[src/rtl/hwrb_pkg.sv]
package hwrb_pkg;
  // Which half of the stored word the next host read presents.
  typedef enum logic {
    HALF_LO = 1'b0,
    HALF_HI = 1'b1
  } half_e;

  // Number of halves a stored word is split into.
  localparam int unsigned NUM_HALVES = 2;
endpackage

[src/rtl/hwrb_reset_sync.sv]
module hwrb_reset_sync #(
  parameter int unsigned STAGES = 2
) (
  input  logic clk,
  input  logic arst_n,
  output logic rst_sn
);
  logic [STAGES-1:0] chain_q;
  logic [STAGES-1:0] chain_d;

  generate
    if (STAGES == 1) begin : g_one
      always_comb chain_d = 1'b1;
    end else begin : g_many
      always_comb chain_d = {chain_q[STAGES-2:0], 1'b1};
    end
  endgenerate

  // The reset asserts at once and releases through the chain.
  always_ff @(posedge clk or negedge arst_n) begin
    if (!arst_n) chain_q <= '0;
    else         chain_q <= chain_d;
  end

  assign rst_sn = chain_q[STAGES-1];
endmodule

[src/rtl/hwrb_strobe_sync.sv]
module hwrb_strobe_sync #(
  parameter int unsigned STAGES = 2
) (
  input  logic clk,
  input  logic rst_sn,
  input  logic strobe_n,
  output logic level_n,
  output logic release_pulse
);
  logic [STAGES-1:0] chain_q;
  logic [STAGES-1:0] chain_d;
  logic              prev_q;
  logic              prev_d;

  generate
    if (STAGES == 1) begin : g_one
      always_comb chain_d = strobe_n;
    end else begin : g_many
      always_comb chain_d = {chain_q[STAGES-2:0], strobe_n};
    end
  endgenerate

  assign level_n = chain_q[STAGES-1];
  assign prev_d  = level_n;

  // Idle level of the strobe is high, so reset fills the chain with ones.
  always_ff @(posedge clk or negedge rst_sn) begin
    if (!rst_sn) begin
      chain_q <= '1;
      prev_q  <= 1'b1;
    end else begin
      chain_q <= chain_d;
      prev_q  <= prev_d;
    end
  end

  // The synchronized strobe has just returned high.
  assign release_pulse = level_n & ~prev_q;
endmodule

[src/rtl/hwrb_word_store.sv]
module hwrb_word_store
  import hwrb_pkg::*;
#(
  parameter int unsigned HALF_W = 16,
  localparam int unsigned WORD_W = NUM_HALVES * HALF_W
) (
  input  logic              clk,
  input  logic              rst_sn,
  input  logic              wr_en,
  input  logic [WORD_W-1:0] wr_word,
  input  half_e             sel,
  output logic [HALF_W-1:0] half_out
);
  logic [HALF_W-1:0] half_q [NUM_HALVES];

  for (genvar h = 0; h < NUM_HALVES; h++) begin : g_half
    logic [HALF_W-1:0] half_d;

    // Hold the stored half unless a write is in progress.
    always_comb begin
      half_d = half_q[h];
      if (wr_en) half_d = wr_word[h*HALF_W +: HALF_W];
    end

    always_ff @(posedge clk or negedge rst_sn) begin
      if (!rst_sn) half_q[h] <= '0;
      else         half_q[h] <= half_d;
    end
  end

  always_comb half_out = (sel == HALF_HI) ? half_q[1] : half_q[0];
endmodule

[src/rtl/hwrb_ptr_ctrl.sv]
module hwrb_ptr_ctrl
  import hwrb_pkg::*;
(
  input  logic  clk,
  input  logic  rst_sn,
  input  logic  wr_en,
  input  logic  release_pulse,
  output half_e half_ptr,
  output logic  ready
);
  half_e ptr_q, ptr_d;
  logic  rdy_q, rdy_d;

  always_comb begin
    ptr_d = ptr_q;
    rdy_d = rdy_q;
    if (wr_en) begin
      // A write always takes priority over the end of a read.
      ptr_d = HALF_LO;
      rdy_d = 1'b1;
    end else if (release_pulse) begin
      if (ptr_q == HALF_LO) begin
        ptr_d = HALF_HI;
        rdy_d = 1'b0;
      end else begin
        ptr_d = HALF_LO;
      end
    end
  end

  always_ff @(posedge clk or negedge rst_sn) begin
    if (!rst_sn) begin
      ptr_q <= HALF_LO;
      rdy_q <= 1'b0;
    end else begin
      ptr_q <= ptr_d;
      rdy_q <= rdy_d;
    end
  end

  assign half_ptr = ptr_q;
  assign ready    = rdy_q;
endmodule

[src/rtl/half_word_read_buffer.sv]
module half_word_read_buffer
  import hwrb_pkg::*;
#(
  parameter int unsigned HALF_W      = 16,
  parameter int unsigned SYNC_STAGES = 2,
  parameter int unsigned RST_STAGES  = 2,
  localparam int unsigned WORD_W     = NUM_HALVES * HALF_W
) (
  input  logic              clk,
  input  logic              rst_n,
  input  logic              wr_stb,
  input  logic [WORD_W-1:0] wr_word,
  input  logic              rd_n,
  output logic [HALF_W-1:0] dout,
  output logic              dout_oe,
  output logic              word_ready,
  output logic              half_sel
);
  logic              rst_sn;
  logic              rd_level_n;
  logic              rd_release;
  half_e             ptr;
  logic [HALF_W-1:0] sel_half;

  hwrb_reset_sync #(.STAGES(RST_STAGES)) u_rst (
    .clk    (clk),
    .arst_n (rst_n),
    .rst_sn (rst_sn)
  );

  hwrb_strobe_sync #(.STAGES(SYNC_STAGES)) u_rd (
    .clk           (clk),
    .rst_sn        (rst_sn),
    .strobe_n      (rd_n),
    .level_n       (rd_level_n),
    .release_pulse (rd_release)
  );

  hwrb_word_store #(.HALF_W(HALF_W)) u_store (
    .clk      (clk),
    .rst_sn   (rst_sn),
    .wr_en    (wr_stb),
    .wr_word  (wr_word),
    .sel      (ptr),
    .half_out (sel_half)
  );

  hwrb_ptr_ctrl u_ctrl (
    .clk           (clk),
    .rst_sn        (rst_sn),
    .wr_en         (wr_stb),
    .release_pulse (rd_release),
    .half_ptr      (ptr),
    .ready         (word_ready)
  );

  assign dout_oe  = ~rd_level_n;
  assign dout     = dout_oe ? sel_half : '0;
  assign half_sel = ptr;
endmodule

[config.mk]
export PLATFORM = sky130hd
export DESIGN_NAME = half_word_read_buffer
export DESIGN_NICKNAME = d
export VERILOG_FILES = /design/src/rtl/hwrb_pkg.sv /design/src/rtl/hwrb_reset_sync.sv /design/src/rtl/hwrb_strobe_sync.sv /design/src/rtl/hwrb_word_store.sv /design/src/rtl/hwrb_ptr_ctrl.sv /design/src/rtl/half_word_read_buffer.sv
export SDC_FILE = /design/constraint.sdc
export NUM_CORES = 1
export LEC_CHECK = 0
export ABC_CLOCK_PERIOD_IN_PS = 4200
export CORE_MARGIN = 1.5
export CORE_UTILIZATION = 50
export DETAILED_ROUTE_END_ITERATION = 8
export PLACE_DENSITY = 0.84
export RECOVER_POWER = 100
export SLEW_MARGIN = 20
export SYNTH_ARGS = -nofsm -noshare
export SYNTH_HDL_FRONTEND = slang
export SYNTH_SLANG_ARGS = --single-unit
[constraint.sdc]
create_clock -name clk -period 4.2 [get_ports clk]
set_clock_uncertainty 0.2 [all_clocks]
set_input_delay 0.42 -clock clk [delete_from_list [all_inputs] [get_ports clk]]
set_output_delay 0.42 -clock clk [all_outputs]
set_load 0.01 [all_outputs]
==> run_results.csv, run 1 <==
group,metric,value,unit
status,status,"complete, but fails checks",
status,failing_checks,"max-capacitance violations, max-slew violations",
pwr,ir_drop,0.2141,mV
setup_path,worstRegToRegCells,2,
detailed_routing,drt_pass1_iterations,3,
timing,worst_slew_margin_rel,-0.2449,
detailed_routing,drt-vias-per-instance,4.964,
placement,place.gp.congestion,0.7197,
clock_network,cts_buffer_depth,2,
finish,design.final.nets,210,
timing,setup_repair_after_global_routing_missed_its_margin,"no",
setup_path,critical_path_arrival,2.36,ns
timing,worst_slew_pin_slew,1.867,ns
logic_synthesis,synth_adder_area_share,0,
finish,seqCellArea,979.7,um^2
global_route,number_of_global_route_vias_before_repair,1263,
placement,port_buffers,54,
setup_path,worst_setup_path_end_kind,"output pin",
logic_synthesis,ys_seq_elements,39,
hold_path,min-delay-path-class,"flip-flop to async pin",
clock_network,worst_skew_pair.late_latency,0.35,ns
setup_path,worst_ep_required_time,3.58,ns
finish,multi_input_comb_area,625.6,um^2
setup_path,critPathMaxFanout,19,
pwr,p_per_area,362.3,mW/mm^2
logic_synthesis,synth.area.mux_share,0.3443,
clock_network,clk_root_buffer_cell,"sky130_fd_sc_hd__clkbuf_4",
global_route,grt-ovfl-total,0,
global_route,track_usage,0.1887,
setup_path,critPathLaunchType,"flip-flop",
timing,timing.final.crit_period,2.976,ns
detailed_routing,post_drt_wl_per_cell,14.72,um
logic_synthesis,yosys.cell_types.count,16,
setup_path,critical_path_slowest_stage_cell,"sky130_fd_sc_hd__dfrtp_1",
logic_synthesis,synth-compound-area-share,0.004107,
setup_path,worst_path_largest_cell_delay,1.01,ns
finish,instances_no_fill,221,
floorplan,die_h,63.47,um
finish,final_layout_size_suffix_gt1_frac,0.08000,
finish,mostFrequentLayoutCell,"sky130_fd_sc_hd__dfrtp_1",
logic_synthesis,yosysWarnings,0,
clock_network,ctsHoldBuffers,0,
setup_path,cp_cell_sequence,"mux2i_1 > nor2_1 > dlygate4sd3_1",
clock_network,reg_clk_slew_reported_paths,0.11,ns
detailed_routing,drtAntennaViolNets,0,
clock_network,clock_tree.htree_level_count,2,
clock_network,post_cts_buffers,0,
floorplan,fp.coreArea,0.003416,mm^2
floorplan,fp-row-count,21,
setup_path,worst_flop_to_flop_path_startpoint,"u_rd.chain_q[1]",
detailed_routing,detailroute.via_count,1097,
timing,final_max_slew_violation_count,36,
timing,setup-violations-final,0,
detailed_routing,route.final.wire_length,3.253,mm
detailed_routing,dr.first_iter.drc_count,20,
logic_synthesis,synth_sequential_area_ratio,0.5359,
floorplan,io_pins,55,
clock_network,cts_resized,0,
run,maxCapViolations,1,
timing,fmax,0.3360,GHz
pwr,p_leak,0.9860,nW
timing,setup_tns,0,ns
setup_path,timing.critical_path.buf_inv,1,
setup_path,worst-setup-path-type,"flip-flop to output pin",
finish,antennaDiodeCount,0,
finish,most-common-layout-cells,"36 x sky130_fd_sc_hd__dfrtp_1, 32 x sky130_fd_sc_hd__clkdlybuf4s50_1, 28 x sky130_fd_sc_hd__mux2_1",
clock_network,cts_inserted_buffers,5,
floorplan,design.die.area,0.004028,mm^2
global_route,first_pass_grt_wire_length,5.768,mm
clock_network,clock_tree_from_tritoncts,"built",
setup_path,worst-r2r-setup-slack,2.32,ns
finish,flow.area_growth_from_synthesis,25.87,%
global_route,largest_net_degree_at_the_start_of_global_routing,36,
timing,min_period_over_period,0.7086,
placement,dpl.hpwl,2.258,mm
placement,placedCellCount,212,
logic_synthesis,synthCells,119,
logic_synthesis,postSynthNetCount,155,
timing,hold_violations,0,
logic_synthesis,synth_top_family_by_area,"multiplexers",
logic_synthesis,avgSynthCellArea,15.36,um^2
global_route,antenna_violations_before_repair,0,
clock_network,clock_sink_count,39,
logic_synthesis,yosys.area_share.simple,0.05270,
setup_path,worst_path_dominant_cell_family,"flip-flops",
floorplan,floorplan.initialDensity,0.5352,
logic_synthesis,mappedNetlistArea,0.001828,mm^2
logic_synthesis,yosys.area_share.xor_xnor,0,
floorplan,die_width,63.47,um
detailed_routing,drc,0,
setup_path,reg2reg_to,"u_ctrl.ready",
finish,fill_cells,275,
[Yosys cell counts, drive strengths merged]
library cell	instances	area share
mux2i	16	0.088
dfstp	3	0.043
a21o	1	0.0041
nand2b	1	0.0034
dfrtp	36	0.49
nor2	18	0.037
mux2	32	0.26
inv	1	0.0021
and2b	1	0.0041
buf	8	0.059
conb	1	0.0021
nor4b	1	0.0082
[stage by stage]
step	utilization	cell area, um^2	hold WS (ns)	total power [W]	setup WS, ns
after floorplan	-	1828	-0.07559	0.0005430	2.602
after global placement	0.6795	2321	0.1124	0.0006114	1.718
after detailed placement	0.6795	2321	0.1088	0.0006173	1.676
after CTS	0.7048	2407	0.002530	0.0008808	1.267
after global routing	0.6736	2301	0.1730	0.0008763	1.050
final	0.6736	2301	0.09882	0.0008336	1.224
[metal layers]
| layer | track usage | share of wire | up-vias |
|---|---|---|---|
| met5 | 0 | 0 | - |
| met4 | 0.07337 | 0.019 | 0 |
| met3 | 0.06250 | 0.046 | 6 |
| met2 | 0.3171 | 0.52 | 27 |
| met1 | 0.2234 | 0.41 | 552 |
| li1 | - | - | 512 |
[where the power goes]
part / switching (W) / total, W / internal (W)
clock: 0.000121 / 0.000262 / 0.000141
sequential: 0.0000287 / 0.000439 / 0.000411
combinational: 0.0000466 / 0.000133 / 0.0000860
[kinds of logic after synthesis]
logic type,count (synthesis)
flops,39
simple gates,21
buf+inv,9
other cells,1
mux,48
compound gates,1
[area by class of cell]
type | count | area share
clock buffers | 6 | 0.02229
clock inverters | 2 | 0.01523
inverters | 1 | 0.001631
multi-input cells | 71 | 0.2719
flip-flops and latches | 39 | 0.4258
well taps | 46 | 0.02501
repair buffers | 56 | 0.2382
[state kept, by name, summed over array words and instances (netlist names)]
name             cells
u_store.half_q      32
u_rst.chain_q        2
u_ctrl.ready         1
u_rd.chain_q         2
u_ctrl.half_ptr      1
u_rd.prev_q          1
[worst reg2reg max path: stages, from the launching register on]
cell	delay (ns)
sky130_fd_sc_hd__dfstp_1	1.00
sky130_fd_sc_hd__nor4b_1	0.46
sky130_fd_sc_hd__nor2_1	0.10
[worst max path at each step]
stage / start / to / slack, ns / depth (start not counted)
3_5_place_dp: u_ctrl.half_ptr / dout[15] / 1.68 / 3
5_1_grt: u_ctrl.half_ptr / dout[15] / 1.05 / 3
2_1_floorplan: u_ctrl.half_ptr / dout[10] / 2.60 / 4
3_3_place_gp: u_ctrl.half_ptr / dout[3] / 1.72 / 3
6_report: u_ctrl.half_ptr / dout[15] / 1.22 / 3
4_1_cts: u_ctrl.half_ptr / dout[15] / 1.27 / 3
No activity file was read; power rests on OpenSTA's default activity.
==> inputs of run 2 (changes only) <==
ABC_CLOCK_PERIOD_IN_PS = 3100   (was 4200)
CORE_UTILIZATION = 46   (was 50)
PLACE_DENSITY = 0.78   (was 0.84)
clock period = 3.1 ns   (was 4.2 ns; I/O delays follow)
==> run 2 against run 1 <==
Non-clock buffer count did not move. Clock power rose by 63%. Sequential share of layout area fell by 0.73 points. First-iteration DRC count rose by 45%. Die area rose by 8.3%. The run still ends with max-capacitance violations, max-slew violations left. Utilization fell by 4.8 points. Highest routed layer unchanged. Final cell count rose by 0.90%.
==> run_results.csv, run 2 (same netlist as run 1, synthesis figures left out) <==
group,metric,value,unit
status,status,"complete, but fails checks",
status,failing_checks,"max-capacitance violations, max-slew violations",
timing,setup-violations-final,0,
finish,largest_register_ff_count,32,
timing,timing.final.crit_period,2.763,ns
setup_path,critPathMaxFanout,19,
clock_network,clock_tree_from_tritoncts,"built",
timing,worst_slew_pin_slew,1.856,ns
global_route,number_of_global_route_vias_before_repair,1218,
clock_network,clk_root_buffer_cell,"sky130_fd_sc_hd__clkbuf_8",
clock_network,post_cts_buffers,0,
finish,flow.area_growth_from_synthesis,28.06,%
detailed_routing,route.final.wire_length,3.347,mm
timing,final_max_slew_violation_count,36,
setup_path,worst_ep_required_time,2.59,ns
finish,most-common-layout-cells,"36 x sky130_fd_sc_hd__dfrtp_1, 32 x sky130_fd_sc_hd__clkdlybuf4s50_1, 28 x sky130_fd_sc_hd__mux2_1",
pwr,clock_power_share,0.354,
global_route,antenna_violations_before_repair,0,
setup_path,critPathLaunchType,"flip-flop",
timing,final.setup.worst_slack,0.3372,ns
global_route,largest_net_degree_at_the_start_of_global_routing,36,
floorplan,floorplan.initialDensity,0.4883,
finish,design.final.nets,210,
finish,mostFrequentLayoutCell,"sky130_fd_sc_hd__dfrtp_1",
clock_network,cts_buffer_depth,2,
clock_network,clock_sink_count,39,
floorplan,fp.coreArea,0.003744,mm^2
detailed_routing,drt-vias-per-instance,4.821,
global_route,track_usage,0.1796,
timing,setup_tns,0,ns
placement,placedInstanceArea,0.002323,mm^2
finish,top_register,"u_store.half_q",
clock_network,worst_skew_pair.late_latency,0.28,ns
detailed_routing,detailroute.via_count,1075,
timing,hold_violations,0,
clock_network,reg_clk_slew_reported_paths,0.07,ns
placement,dpl.hpwl,2.450,mm
pwr,intPower,0.0009339,W
pwr,power.net_switching,0.0002688,W
timing,min_period_over_period,0.8912,
timing,setup_repair_after_global_routing_missed_its_margin,"no",
placement,port_buffers,54,
placement,placedCellCount,214,
placement,place.gp.congestion,0.6995,
floorplan,design.die.area,0.004361,mm^2
detailed_routing,drtAntennaViolNets,0,
setup_path,worst_setup_path_end_kind,"output pin",
pwr,power.sequential.fraction,0.496,
pwr,ir_drop,0.3851,mV
clock_network,clock_tree.htree_level_count,2,
pwr,pwr-share-comb,0.150,
finish,final_layout_size_suffix_gt1_frac,0.08571,
global_route,grt-ovfl-total,0,
hold_path,min-delay-path-class,"flip-flop to async pin",
pwr,p_per_area,513.8,mW/mm^2
detailed_routing,drt_pass1_iterations,4,
setup_path,worst-setup-path-type,"flip-flop to output pin",
pwr,p_leak,1.001,nW
clock_network,ctsHoldBuffers,1,
pwr,fin_total_pwr,0.001203,W
finish,instances_no_fill,223,
finish,largestRegisters,"u_store.half_q: 32 flops, u_rd.chain_q: 2 flops, u_rst.chain_q: 2 flops",
detailed_routing,dr.first_iter.drc_count,29,
clock_network,cts_inserted_buffers,5,
floorplan,io_pins,55,
floorplan,die_width,66.04,um
clock_network,cts_resized,0,
timing,fmax,0.3620,GHz
finish,final_area,0.002341,mm^2
floorplan,fp-row-count,22,
timing,worst_slew_margin_rel,-0.2374,
placement,dpl_worst_slack,0.7397,ns
setup_path,critical_path_arrival,2.25,ns
pwr,power_switching_share,0.2235,
finish,antennaDiodeCount,0,
detailed_routing,post_drt_wl_per_cell,15.01,um
floorplan,die_h,66.04,um
setup_path,worst-r2r-setup-slack,1.16,ns
global_route,first_pass_grt_wire_length,5.789,mm
detailed_routing,drc,0,
run,maxCapViolations,1,
run 2: through the flow:
step / util / hold WS, ns
final: 0.6253 / 0.06821
after global routing: 0.6253 / 0.1328
after CTS: 0.6547 / 0.09261
after detailed placement: 0.6207 / 0.08729
after global placement: 0.6207 / 0.07596
after floorplan: - / -0.1856
run 2: cell type report:
cell class                      instances  area [um^2]
Fill cell                             335         1403
Sequential cell                        39        979.7
Timing Repair Buffer                   56        548.0
Clock buffer                            6        82.58
Inverter                                1        3.754
Tap cell                               48        60.06
Clock inverter                          2        35.03
Multi-Input combinational cell         71        631.9
run 2: path summary, 6_finish.rpt:
kind	cells past startpoint	to	from
worst max-delay path	3	dout[9]	u_ctrl.half_ptr
worst min-delay path	0	u_store.half_q[3]	u_rst.chain_q[1]
worst max register to register	1	u_store.half_q[18]	u_rst.chain_q[1]
worst min register to register	0	u_store.half_q[3]	u_rst.chain_q[1]
max in group asynchronous	1	u_store.half_q[18]	u_rst.chain_q[1]
min in group clk	0	u_rd.chain_q[1]	u_rd.chain_q[0]
run 2: power groups by stage:
stage               logic, W  registers (W)  clock network [W]
global route        0.000198       0.000604           0.000467
global placement    0.000223       0.000606                  0
floorplan           0.000143       0.000592                  0
finish              0.000181       0.000597           0.000426
detailed placement  0.000228       0.000610                  0
CTS                 0.000231       0.000600           0.000441
run 2: routing by layer:
layer  track usage  up-vias  routed length, um
met5             0        -                  0
met4       0.05357        0                 33
met3       0.03237        5                160
met2        0.3207       28               1791
met1        0.2207      532               1362
li1              -      510                  -
run 2: critical path, stage by stage (launching register included):
cell and delay [ns]:
sky130_fd_sc_hd__dfrtp_1 0.99, sky130_fd_sc_hd__mux2i_1 0.28, sky130_fd_sc_hd__nor2_1 0.06, sky130_fd_sc_hd__dlygate4sd3_1 0.64
